[config.mk]
export PLATFORM = sky130hd
export DESIGN_NAME = secfilt_cfg_regs
export DESIGN_NICKNAME = d
export VERILOG_FILES = /design/src/rtl/secfilt_cfg_pkg.sv /design/src/rtl/secfilt_cfg_decode.sv /design/src/rtl/secfilt_lut_bank.sv /design/src/rtl/secfilt_cfg_regs.sv
export SDC_FILE = /design/constraint.sdc
export NUM_CORES = 1
export LEC_CHECK = 0
export BUFFER_PORTS_ARGS = -buffer_cell sky130_fd_sc_hd__buf_2
export CELL_PAD_IN_SITES_DETAIL_PLACEMENT = 0
export CELL_PAD_IN_SITES_GLOBAL_PLACEMENT = 1
export CORE_ASPECT_RATIO = 0.9
export CORE_MARGIN = 2
export CORE_UTILIZATION = 46
export CTS_BUF_LIST = sky130_fd_sc_hd__clkbuf_16
export DETAILED_ROUTE_END_ITERATION = 12
export PLACE_DENSITY = 0.86
export SLEW_MARGIN = 20
export SYNTH_ARGS = -nofsm -noshare
export SYNTH_HDL_FRONTEND = slang
export SYNTH_SLANG_ARGS = --single-unit
[constraint.sdc]
create_clock -name clk -period 36.4 [get_ports clk]
set_clock_uncertainty 0.2 [all_clocks]
set_input_delay 7.28 -clock clk [delete_from_list [all_inputs] [get_ports clk]]
set_output_delay 7.28 -clock clk [all_outputs]
set_load 0.05 [all_outputs]
[src/rtl/secfilt_cfg_pkg.sv]
package secfilt_cfg_pkg;

  typedef enum logic [1:0] {
    ACC_BYTE     = 2'd0,
    ACC_HALF     = 2'd1,
    ACC_WORD     = 2'd2,
    ACC_WORD_ALT = 2'd3
  } acc_size_e;

  typedef enum logic [2:0] {
    RD_NONE,
    RD_CTRL,
    RD_COUNT,
    RD_GEOM,
    RD_INDEX,
    RD_WINDOW,
    RD_IDENT
  } rd_src_e;

  // word offsets (byte offset >> 2)
  localparam logic [9:0] WO_CTRL   = 10'h000;
  localparam logic [9:0] WO_COUNT  = 10'h004;
  localparam logic [9:0] WO_GEOM   = 10'h005;
  localparam logic [9:0] WO_INDEX  = 10'h006;
  localparam logic [9:0] WO_WINDOW = 10'h007;
  localparam logic [9:0] WO_IDENT  = 10'h3F4;

  localparam int BIT_ERRRESP = 4;
  localparam int BIT_AUTOINC = 8;
  localparam int BIT_LOCK    = 31;
  localparam logic [31:0] CTRL_KEEP  = 32'h8000_0110;
  localparam logic [31:0] CTRL_RESET = 32'h0000_0100;

  function automatic logic is_full(acc_size_e sz);
    return sz[1];
  endfunction

  function automatic logic [31:0] width_mask(acc_size_e sz);
    case (sz)
      ACC_BYTE: return 32'h0000_00FF;
      ACC_HALF: return 32'h0000_FFFF;
      default:  return 32'hFFFF_FFFF;
    endcase
  endfunction

  // deposit right-justified data at the addressed lane, keep the rest
  function automatic logic [31:0] merge_word(logic [31:0] old, logic [31:0] wd,
                                             acc_size_e sz, logic [1:0] lane);
    logic [31:0] m;
    if (is_full(sz)) return wd;
    m = width_mask(sz) << {lane, 3'b000};
    return (old & ~m) | ((wd << {lane, 3'b000}) & m);
  endfunction

  function automatic logic [31:0] extract_word(logic [31:0] w, acc_size_e sz,
                                               logic [1:0] lane);
    if (is_full(sz)) return w;
    return (w >> {lane, 3'b000}) & width_mask(sz);
  endfunction

  function automatic logic [7:0] ident_byte(logic [3:0] k);
    case (k)
      4'd0:  return 8'h04;
      4'd4:  return 8'h60;
      4'd5:  return 8'hB8;
      4'd6:  return 8'h1B;
      4'd8:  return 8'h0D;
      4'd9:  return 8'hF0;
      4'd10: return 8'h05;
      4'd11: return 8'hB1;
      default: return 8'h00;
    endcase
  endfunction

endpackage

[src/rtl/secfilt_cfg_decode.sv]
module secfilt_cfg_decode
  import secfilt_cfg_pkg::*;
(
  input  logic       req,
  input  logic       wr,
  input  logic [9:0] word_addr,
  input  logic       secure,
  input  logic       locked,
  output logic       ctrl_we,
  output logic       index_we,
  output logic       window_we,
  output logic       window_rd,
  output rd_src_e    rd_src,
  output logic [3:0] ident_sel
);

  logic ident_zone;
  logic wr_ok;
  logic rd_ok;

  assign ident_zone = word_addr >= WO_IDENT;
  // non-secure requests reach nothing outside the identification zone
  assign wr_ok = req && wr && secure;
  assign rd_ok = req && !wr && secure;
  assign ident_sel = word_addr[3:0] - 4'd4;

  assign ctrl_we   = wr_ok && !locked && (word_addr == WO_CTRL);
  assign window_we = wr_ok && !locked && (word_addr == WO_WINDOW);
  assign index_we  = wr_ok && (word_addr == WO_INDEX);
  assign window_rd = rd_ok && (word_addr == WO_WINDOW);

  always_comb begin
    rd_src = RD_NONE;
    if (ident_zone) begin
      rd_src = RD_IDENT;
    end else if (secure) begin
      case (word_addr)
        WO_CTRL:   rd_src = RD_CTRL;
        WO_COUNT:  rd_src = RD_COUNT;
        WO_GEOM:   rd_src = RD_GEOM;
        WO_INDEX:  rd_src = RD_INDEX;
        WO_WINDOW: rd_src = RD_WINDOW;
        default:   rd_src = RD_NONE;
      endcase
    end
  end

endmodule

[src/rtl/secfilt_lut_bank.sv]
module secfilt_lut_bank #(
  parameter int WORDS = 7,
  localparam int IDXW = (WORDS > 1) ? $clog2(WORDS) : 1
) (
  input  logic                  clk,
  input  logic                  rst_n,
  input  logic                  index_we,
  input  logic [31:0]           index_val,
  input  logic                  window_we,
  input  logic [31:0]           window_val,
  input  logic                  advance,
  output logic [IDXW-1:0]       index_q,
  output logic [31:0]           cur_word,
  output logic [WORDS*32-1:0]   lut_bits
);

  localparam logic [31:0]     WORDS_W = 32'(WORDS);
  localparam logic [IDXW-1:0] LAST    = IDXW'(WORDS - 1);

  logic [31:0] words [WORDS];

  always_ff @(posedge clk) begin
    if (!rst_n) begin
      index_q <= '0;
    end else if (index_we) begin
      index_q <= IDXW'(index_val % WORDS_W);
    end else if (advance) begin
      index_q <= (index_q == LAST) ? '0 : index_q + 1'b1;
    end
  end

  for (genvar g = 0; g < WORDS; g++) begin : g_word
    always_ff @(posedge clk) begin
      if (!rst_n) begin
        words[g] <= '0;
      end else if (window_we && (index_q == IDXW'(g))) begin
        words[g] <= window_val;
      end
    end
    assign lut_bits[g*32 +: 32] = words[g];
  end

  always_comb begin
    cur_word = '0;
    for (int i = 0; i < WORDS; i++) begin
      if (index_q == IDXW'(i)) cur_word = words[i];
    end
  end

endmodule

[src/rtl/secfilt_cfg_regs.sv]
module secfilt_cfg_regs
  import secfilt_cfg_pkg::*;
#(
  parameter int NUM_BLOCKS = 200,
  parameter int BLOCK_LOG2 = 10,
  localparam int LUT_WORDS = (NUM_BLOCKS + 31) / 32,
  localparam int IDXW      = (LUT_WORDS > 1) ? $clog2(LUT_WORDS) : 1
) (
  input  logic                     clk,
  input  logic                     rst_n,
  input  logic                     req,
  input  logic                     wr,
  input  logic [11:0]              addr,
  input  logic [1:0]               size,
  input  logic                     secure,
  input  logic [31:0]              wdata,
  output logic [31:0]              rd_data,
  output logic [LUT_WORDS*32-1:0]  lut_bits,
  output logic                     err_resp_en,
  output logic                     locked
);

  acc_size_e   sz;
  logic [1:0]  lane;
  logic [31:0] ctrl_q;
  logic        ctrl_we, index_we, window_we, window_rd;
  rd_src_e     rd_src;
  logic [3:0]  ident_sel;
  logic [IDXW-1:0] index_q;
  logic [31:0] cur_word;
  logic [31:0] index_wide;
  logic        advance;
  logic [31:0] raw;
  logic [31:0] rd_q;

  assign sz   = acc_size_e'(size);
  assign lane = addr[1:0];

  secfilt_cfg_decode u_decode (
    .req       (req),
    .wr        (wr),
    .word_addr (addr[11:2]),
    .secure    (secure),
    .locked    (ctrl_q[BIT_LOCK]),
    .ctrl_we   (ctrl_we),
    .index_we  (index_we),
    .window_we (window_we),
    .window_rd (window_rd),
    .rd_src    (rd_src),
    .ident_sel (ident_sel)
  );

  assign index_wide = 32'(index_q);
  assign advance = (window_we || window_rd) && is_full(sz) && ctrl_q[BIT_AUTOINC];

  secfilt_lut_bank #(.WORDS(LUT_WORDS)) u_lut (
    .clk        (clk),
    .rst_n      (rst_n),
    .index_we   (index_we),
    .index_val  (merge_word(index_wide, wdata, sz, lane)),
    .window_we  (window_we),
    .window_val (merge_word(cur_word, wdata, sz, lane)),
    .advance    (advance),
    .index_q    (index_q),
    .cur_word   (cur_word),
    .lut_bits   (lut_bits)
  );

  always_ff @(posedge clk) begin
    if (!rst_n) begin
      ctrl_q <= CTRL_RESET;
    end else if (ctrl_we) begin
      ctrl_q <= merge_word(ctrl_q, wdata, sz, lane) & CTRL_KEEP;
    end
  end

  always_comb begin
    case (rd_src)
      RD_CTRL:   raw = ctrl_q;
      RD_COUNT:  raw = 32'(LUT_WORDS);
      RD_GEOM:   raw = 32'(BLOCK_LOG2 - 5);
      RD_INDEX:  raw = index_wide;
      RD_WINDOW: raw = cur_word;
      RD_IDENT:  raw = {24'h0, ident_byte(ident_sel)};
      default:   raw = '0;
    endcase
  end

  always_ff @(posedge clk) begin
    if (!rst_n) begin
      rd_q <= '0;
    end else if (req && !wr) begin
      rd_q <= extract_word(raw, sz, lane);
    end
  end

  assign rd_data     = rd_q;
  assign err_resp_en = ctrl_q[BIT_ERRRESP];
  assign locked      = ctrl_q[BIT_LOCK];

endmodule

==> flow_summary.yaml, run 1 <==
outcome:
  status: "complete, no violations"
timing:
  grt_setup_unrepaired: "false"
  whs_ns: 0.254
  fmax_mhz: 51.5
  min_period_over_period_pct: 53.3
  fin_crit_ns: 19.41
  slew_viol_final: 0
  slew_headroom_pct: 26.0
  hold_violations: 0
  timing.final.setup_violations: 0
  worstMarginPinSlew_ns: 1.10
  tns_ns: 0
grt:
  antenna_found_initial: 0
  grt_start_max_net_pins: 79
  grt_remaining_overflow: 0
  grt_pass1_vias: 14900
  grt_pass1_wl_um: 92300
  grt_usage_pct: 31.9
clock_network:
  post_cts_buffers: 0
  clock-root-buffer: "clkbuf_16"
  numCtsBuffers: 28
  holdBufCountCts: 0
  tritoncts: "yes"
  cts_resized: 0
  clk_latency_ns: 0.57
  cts_sinks: 262
  cts.path.max_buffers: 3
  clkTransAtPathRegs_ns: 0.07
  htreeDepth: 1
final_layout:
  antennaDiodeCount: 0
  fill_cells: 3334
  design_area_um2: 19500
  final_nets: 2183
  areaGrowthSynthToFinish_pct: 16.6
  layout-drive-gt1-share_pct: 21.5
  fin_cells: 2617
drt:
  drtIter0Drc: 2092
  firstDrtPassIters: 5
  drcViolationCount: 0
  vias: 16600
  routed_wl_um: 63000
  ant_nets: 0
  wl_per_cell_um: 24.1
  viasPerCell: 6.33
setup_path:
  cp_slowest_stage_delay_ns: 0.71
  path_class: "input port to flop"
  crit_fanout: 36
  crit_slowest_cell: "a22oi_1"
  end_kind: "flop"
  arrival_ns: 19.68
  cp.required_ns: 36.66
  cpMostUsedCell: "a21oi_1"
  start_kind: "input port"
synth:
  yosys-top-cells-area: "edfxtp_1 (40%), nor2_1 (8.7%), a21oi_1 (4.8%), dfxtp_1 (4.5%), nand2_1 (3.8%)"
  ys_ff_latch: 262
  async_flop_share_pct: 0
  ys.flop_type: "edfxtp_1"
  synth.top_cell.area_share_pct: 40.2
  synth.distinct_cells: 112
  synthCells: 1885
  synth_edf_count: 224
  syn-num-nets: 1947
  yosysSeqAreaShare_pct: 44.8
  syn_area_um2: 16700
  synth_largest_area_cell: "edfxtp_1"
  synth_area_per_cell_um2: 8.87
  ys_warn_count: 0
power_and_ir_drop:
  p_leak_nw: 7.66
  power_density_nw_per_um2: 61.3
  worst_ir_drop_vdd_v: 0.0000460
floorplanning:
  core_um2: 36000
  die_width_um: 205
  io_pins: 309
  dieArea_um2: 37900
  die_h_um: 185
  start_util_pct: 46.4
  num_rows: 66
hold_path:
  min_path_type: "flop to flop"
place:
  dpl-instance-area_um2: 18600
  port_buffers: 308
  post-place-cells: 2565
  place_congestion: 0.959
  hpwl_um: 46000
run:
  cap_violations: 0
-- metal layers --
metal  part of all wire [%]  vias up  routed length, µm  track usage, %
li1                       -     7524                  -               -
met1                     43     7987              26800            46.5
met2                     44      960              27800            49.0
met3                     10      107               6320            4.57
met4                    3.2        0               2010            10.0
met5                      0        -                  0               0
-- worst max-delay path: cells and delay by family --
| family | cells | cell delay, ns |
|---|---|---|
| AND/OR/NAND/NOR | 11 | 3.01 |
| buffers and inverters | 2 | 0.86 |
| adder cells (fa/ha/maj) | 2 | 0.58 |
| AO/OA/AOI/OAI | 26 | 7.15 |
| XOR/XNOR | 2 | 0.30 |
| multiplexers | 1 | 0.45 |
-- final cells by class --
cell class / count / area (µm²) / area share, %
timing repair buffer: 337 / 1750 / 9.00
multi-input combinational: 1475 / 8710 / 44.7
clock buffer: 29 / 726 / 3.72
tap: 476 / 596 / 3.05
inverter: 17 / 63.8 / 0.327
clock inverter: 21 / 159 / 0.815
sequential: 262 / 7490 / 38.4
-- synth_stat cells, types with 5 or more instances --
cell type and number:
a211o_1 5, a211oi_1 56, a21boi_0 5, a21o_1 26, a21oi_1 162, a22o_1 14
a22oi_1 70, a31oi_1 11, a32oi_1 5, and2_1 19, and3_1 9, buf_1 18
buf_2 11, buf_4 8, clkbuf_1 92, dfxtp_1 38, edfxtp_1 224, ha_1 11
inv_1 16, mux2i_1 40, nand2_1 169, nand2b_1 10, nand3_1 34, nand3b_1 6
nand4_1 15, nor2_1 387, nor2b_1 14, nor3_1 27, nor3_2 6, nor4_1 9
o2111ai_1 8, o211a_1 7, o211ai_1 29, o21a_1 13, o21ai_0 103, o21ai_1 23
o21bai_1 5, o221ai_1 5, o22ai_1 12, o31ai_1 14, or2_1 5, or3_1 15
xnor2_1 10
-- cell usage in the layout (no fill, tap or decap), types with 15 or more instances in the layout --
master	instances
nand2_1	167
o21ai_1	24
mux2i_1	40
buf_2	308
dfxtp_1	37
nand3_1	32
inv_1	22
buf_4	27
clkbuf_16	29
nor2_1	386
a21oi_1	162
edfxtp_1	224
nor3_1	27
and2_1	18
nand4_1	15
o211ai_1	29
a211oi_1	55
o21ai_0	96
a22oi_1	70
a21o_1	26
-- stage by stage --
step                      util (%)  power, mW  worst slack, ns
final                         54.2       1.20            16.99
after global placement        51.7      0.904            16.97
after global routing          54.2       1.26            15.88
after floorplan                  -      0.801            19.42
after CTS                     54.1       1.18            17.23
after detailed placement      51.7      0.906            16.67
-- logic make-up after synthesis --
group / share of synthesized area [%]
simple gates: 20.3
compound gates: 26.7
flops: 44.8
buf+inv: 3.67
mux: 2.68
fa+ha+maj: 1.13
xor+xnor: 0.718
-- power by group --
| group | internal, mW | switching, mW | leakage [nW] |
|---|---|---|---|
| combinational | 0.202 | 0.372 | 4.58 |
| clock | 0.158 | 0.122 | 0.456 |
| sequential | 0.334 | 0.00640 | 2.62 |
-- path summary, 6_finish.rpt --
path	start	end	slack, ns	cells after the start
worst max-delay path	addr[1]	u_lut.index_q[0]$_SDFFE_PN0P_	16.99	44
worst min-delay path	rd_data[7]$_SDFFE_PN0P_	rd_data[7]$_SDFFE_PN0P_	0.25	2
worst max register to register	u_lut.index_q[0]$_SDFFE_PN0P_	rd_data[5]$_SDFFE_PN0P_	31.39	13
worst min register to register	rd_data[7]$_SDFFE_PN0P_	rd_data[7]$_SDFFE_PN0P_	0.25	2
-- flip-flops by register name, indices dropped and copies added (netlist names), named ones only --
signal,flops
u_lut.words,224
rd_data,32
u_lut.index_q,3
Note: power is estimated with default switching activity, not from simulation.
==> run 2, diff against run 1 <==
--- a/config.mk
+++ b/config.mk
@@ -10,10 +10,10 @@
 export CELL_PAD_IN_SITES_GLOBAL_PLACEMENT = 1
 export CORE_ASPECT_RATIO = 0.9
 export CORE_MARGIN = 2
-export CORE_UTILIZATION = 46
+export CORE_UTILIZATION = 43
 export CTS_BUF_LIST = sky130_fd_sc_hd__clkbuf_16
 export DETAILED_ROUTE_END_ITERATION = 12
-export PLACE_DENSITY = 0.86
+export PLACE_DENSITY = 0.81
 export SLEW_MARGIN = 20
 export SYNTH_ARGS = -nofsm -noshare
 export SYNTH_HDL_FRONTEND = slang
==> constraint.sdc (replaced) <==
create_clock -name clk -period 20.3 [get_ports clk]
set_clock_uncertainty 0.2 [all_clocks]
set_input_delay 4.06 -clock clk [delete_from_list [all_inputs] [get_ports clk]]
set_output_delay 4.06 -clock clk [all_outputs]
set_load 0.05 [all_outputs]
==> run 2 against run 1 <==
First-iteration DRC count is 22% lower. Global-route usage is 1.5 points lower. Flip-flop and latch count stayed put. Count of clock-buffer cells in the layout stayed put. Combinational power is 79% higher. Highest routed layer unchanged. Critical endpoint unchanged. Sequential power is 79% higher. Wire length is 1.2% higher. Hold slack worse by 0.0029 ns. Register-to-register slack worse by 16 ns. Sequential share of layout area is 0.33 points lower. Via count is 0.69% lower.
==> flow_summary.yaml, run 2 (synthesis results as in run 1) <==
final_layout:
  final_cell_mix: "nor2_1 (386), buf_2 (309), edfxtp_1 (224), nand2_1 (167), a21oi_1 (162)"
  final_common_cell: "nor2_1"
  design_area_um2: 19700
  top_register: "u_lut.words"
  areaGrowthSynthToFinish_pct: 17.6
  postLayoutCoreUtil_pct: 51.3
  final_nets: 2183
  layout-drive-gt1-share_pct: 21.7
  largest_reg_flops: 224
timing:
  grt_setup_unrepaired: "false"
  worstMarginPinSlew_ns: 1.07
  tns_ns: 0
  setup_ws_ns: 4.32
  min_period_over_period_pct: 78.7
  fmax_mhz: 62.6
  slew_headroom_pct: 28.2
  timing.final.setup_violations: 0
  fin_crit_ns: 15.98
  whs_ns: 0.251
  slew_viol_final: 0
  hold_violations: 0
outcome:
  status: "complete, no violations"
power_and_ir_drop:
  worst_ir_drop_vdd_v: 0.0000870
  power_density_nw_per_um2: 111
  p_leak_nw: 7.69
clock_network:
  clock-root-buffer: "clkbuf_16"
  clk_latency_ns: 0.59
  clkTransAtPathRegs_ns: 0.06
  cts_resized: 0
  cts.path.max_buffers: 3
  numCtsBuffers: 29
  tritoncts: "yes"
  cts_sinks: 262
  post_cts_buffers: 0
  htreeDepth: 1
  holdBufCountCts: 0
drt:
  routed_wl_um: 63700
  viasPerCell: 6.17
  wl_per_cell_um: 23.9
  ant_nets: 0
  drtIter0Drc: 1628
  vias: 16500
  drcViolationCount: 0
  firstDrtPassIters: 5
floorplanning:
  die_h_um: 191
  core_um2: 38400
  dieArea_um2: 40500
  io_pins: 309
  die_width_um: 212
  start_util_pct: 43.6
  num_rows: 68
grt:
  antenna_found_initial: 1
  grt_remaining_overflow: 0
  grt_start_max_net_pins: 79
  grt_usage_pct: 30.4
  grt_pass1_wl_um: 93300
  grt_pass1_vias: 14800
place:
  dpl-instance-area_um2: 18700
  port_buffers: 308
  place_congestion: 0.979
  hpwl_um: 47400
  place_ws_ns: 3.76
hold_path:
  min_path_type: "flop to flop"
  hold_depth: 2
  hold-path-endpoint: "rd_data[7]$_SDFFE_PN0P_"
  min-delay-start: "rd_data[7]$_SDFFE_PN0P_"
setup_path:
  r2r_slack_ns: 15.26
  cpMostUsedCell: "a21oi_1"
  r2r_end: "rd_data[7]$_SDFFE_PN0P_"
  worstRegToRegCells: 16
  crit_fanout: 36
  arrival_ns: 16.27
  end_kind: "flop"
  cp.required_ns: 20.59
  path_class: "input port to flop"
  start_kind: "input port"
  cp_slowest_stage_delay_ns: 0.69
  rr_startpoint: "u_lut.index_q[2]$_SDFFE_PN0P_"
  crit_slowest_cell: "o21ai_1"
run:
  cap_violations: 0
## run 2: changes by cell type in the layout (fill, tap and decap cells not counted), sizes merged, moves of 2 or more
cell,previous run,this run
clkbuf,31,29
clkinv,11,13
bufinv,2,4
inv,25,23
## run 2: worst max-delay path by stage
stage / from / endpoint / slack, ns / cells after the start
2_1_floorplan: addr[0] / u_lut.index_q[0]$_SDFFE_PN0P_ / 6.54 / 47
3_3_place_gp: size[1] / u_lut.index_q[0]$_SDFFE_PN0P_ / 3.92 / 44
3_5_place_dp: size[1] / u_lut.index_q[0]$_SDFFE_PN0P_ / 3.76 / 44
4_1_cts: size[1] / u_lut.index_q[0]$_SDFFE_PN0P_ / 4.38 / 44
5_1_grt: size[1] / u_lut.index_q[0]$_SDFFE_PN0P_ / 3.12 / 44
6_report: addr[1] / u_lut.index_q[0]$_SDFFE_PN0P_ / 4.32 / 43
## run 2: critical path: cells and delay by family
family	cells	cell delay [ns]
buf+inv	2	0.78
fa+ha+maj	2	0.56
mux	1	0.52
compound gates	26	7.20
simple gates	10	2.86
xor+xnor	2	0.29
## run 2: report_power, final
| group | internal (mW) | switching, mW |
|---|---|---|
| registers | 0.599 | 0.0110 |
| logic | 0.363 | 0.665 |
| clock network | 0.313 | 0.231 |
| total | 1.27 | 0.907 |
## run 2: per-stage QoR
step,total power [mW],cells
after detailed placement,1.62,2613
after CTS,2.17,2666
after global routing,2.30,2669
final,2.18,2669
after global placement,1.63,2612
after floorplan,1.44,1885
## run 2: metal layers
metal / part of all wire [%] / vias up / track usage, %
li1: - / 7536 / -
met1: 44 / 7975 / 44.7
met2: 44 / 857 / 46.3
met3: 9.1 / 95 / 4.70
met4: 2.9 / 0 / 8.75
met5: 0 / - / 0
## run 2: cell type report
class,instances,area [µm²]
fill,3642,18700
sequential,262,7490
inverter,17,63.8
antenna,1,2.50
multi-input combinational,1475,8720
tap,525,657
clock inverter,24,244
timing repair buffer,336,1770
clock buffer,29,726
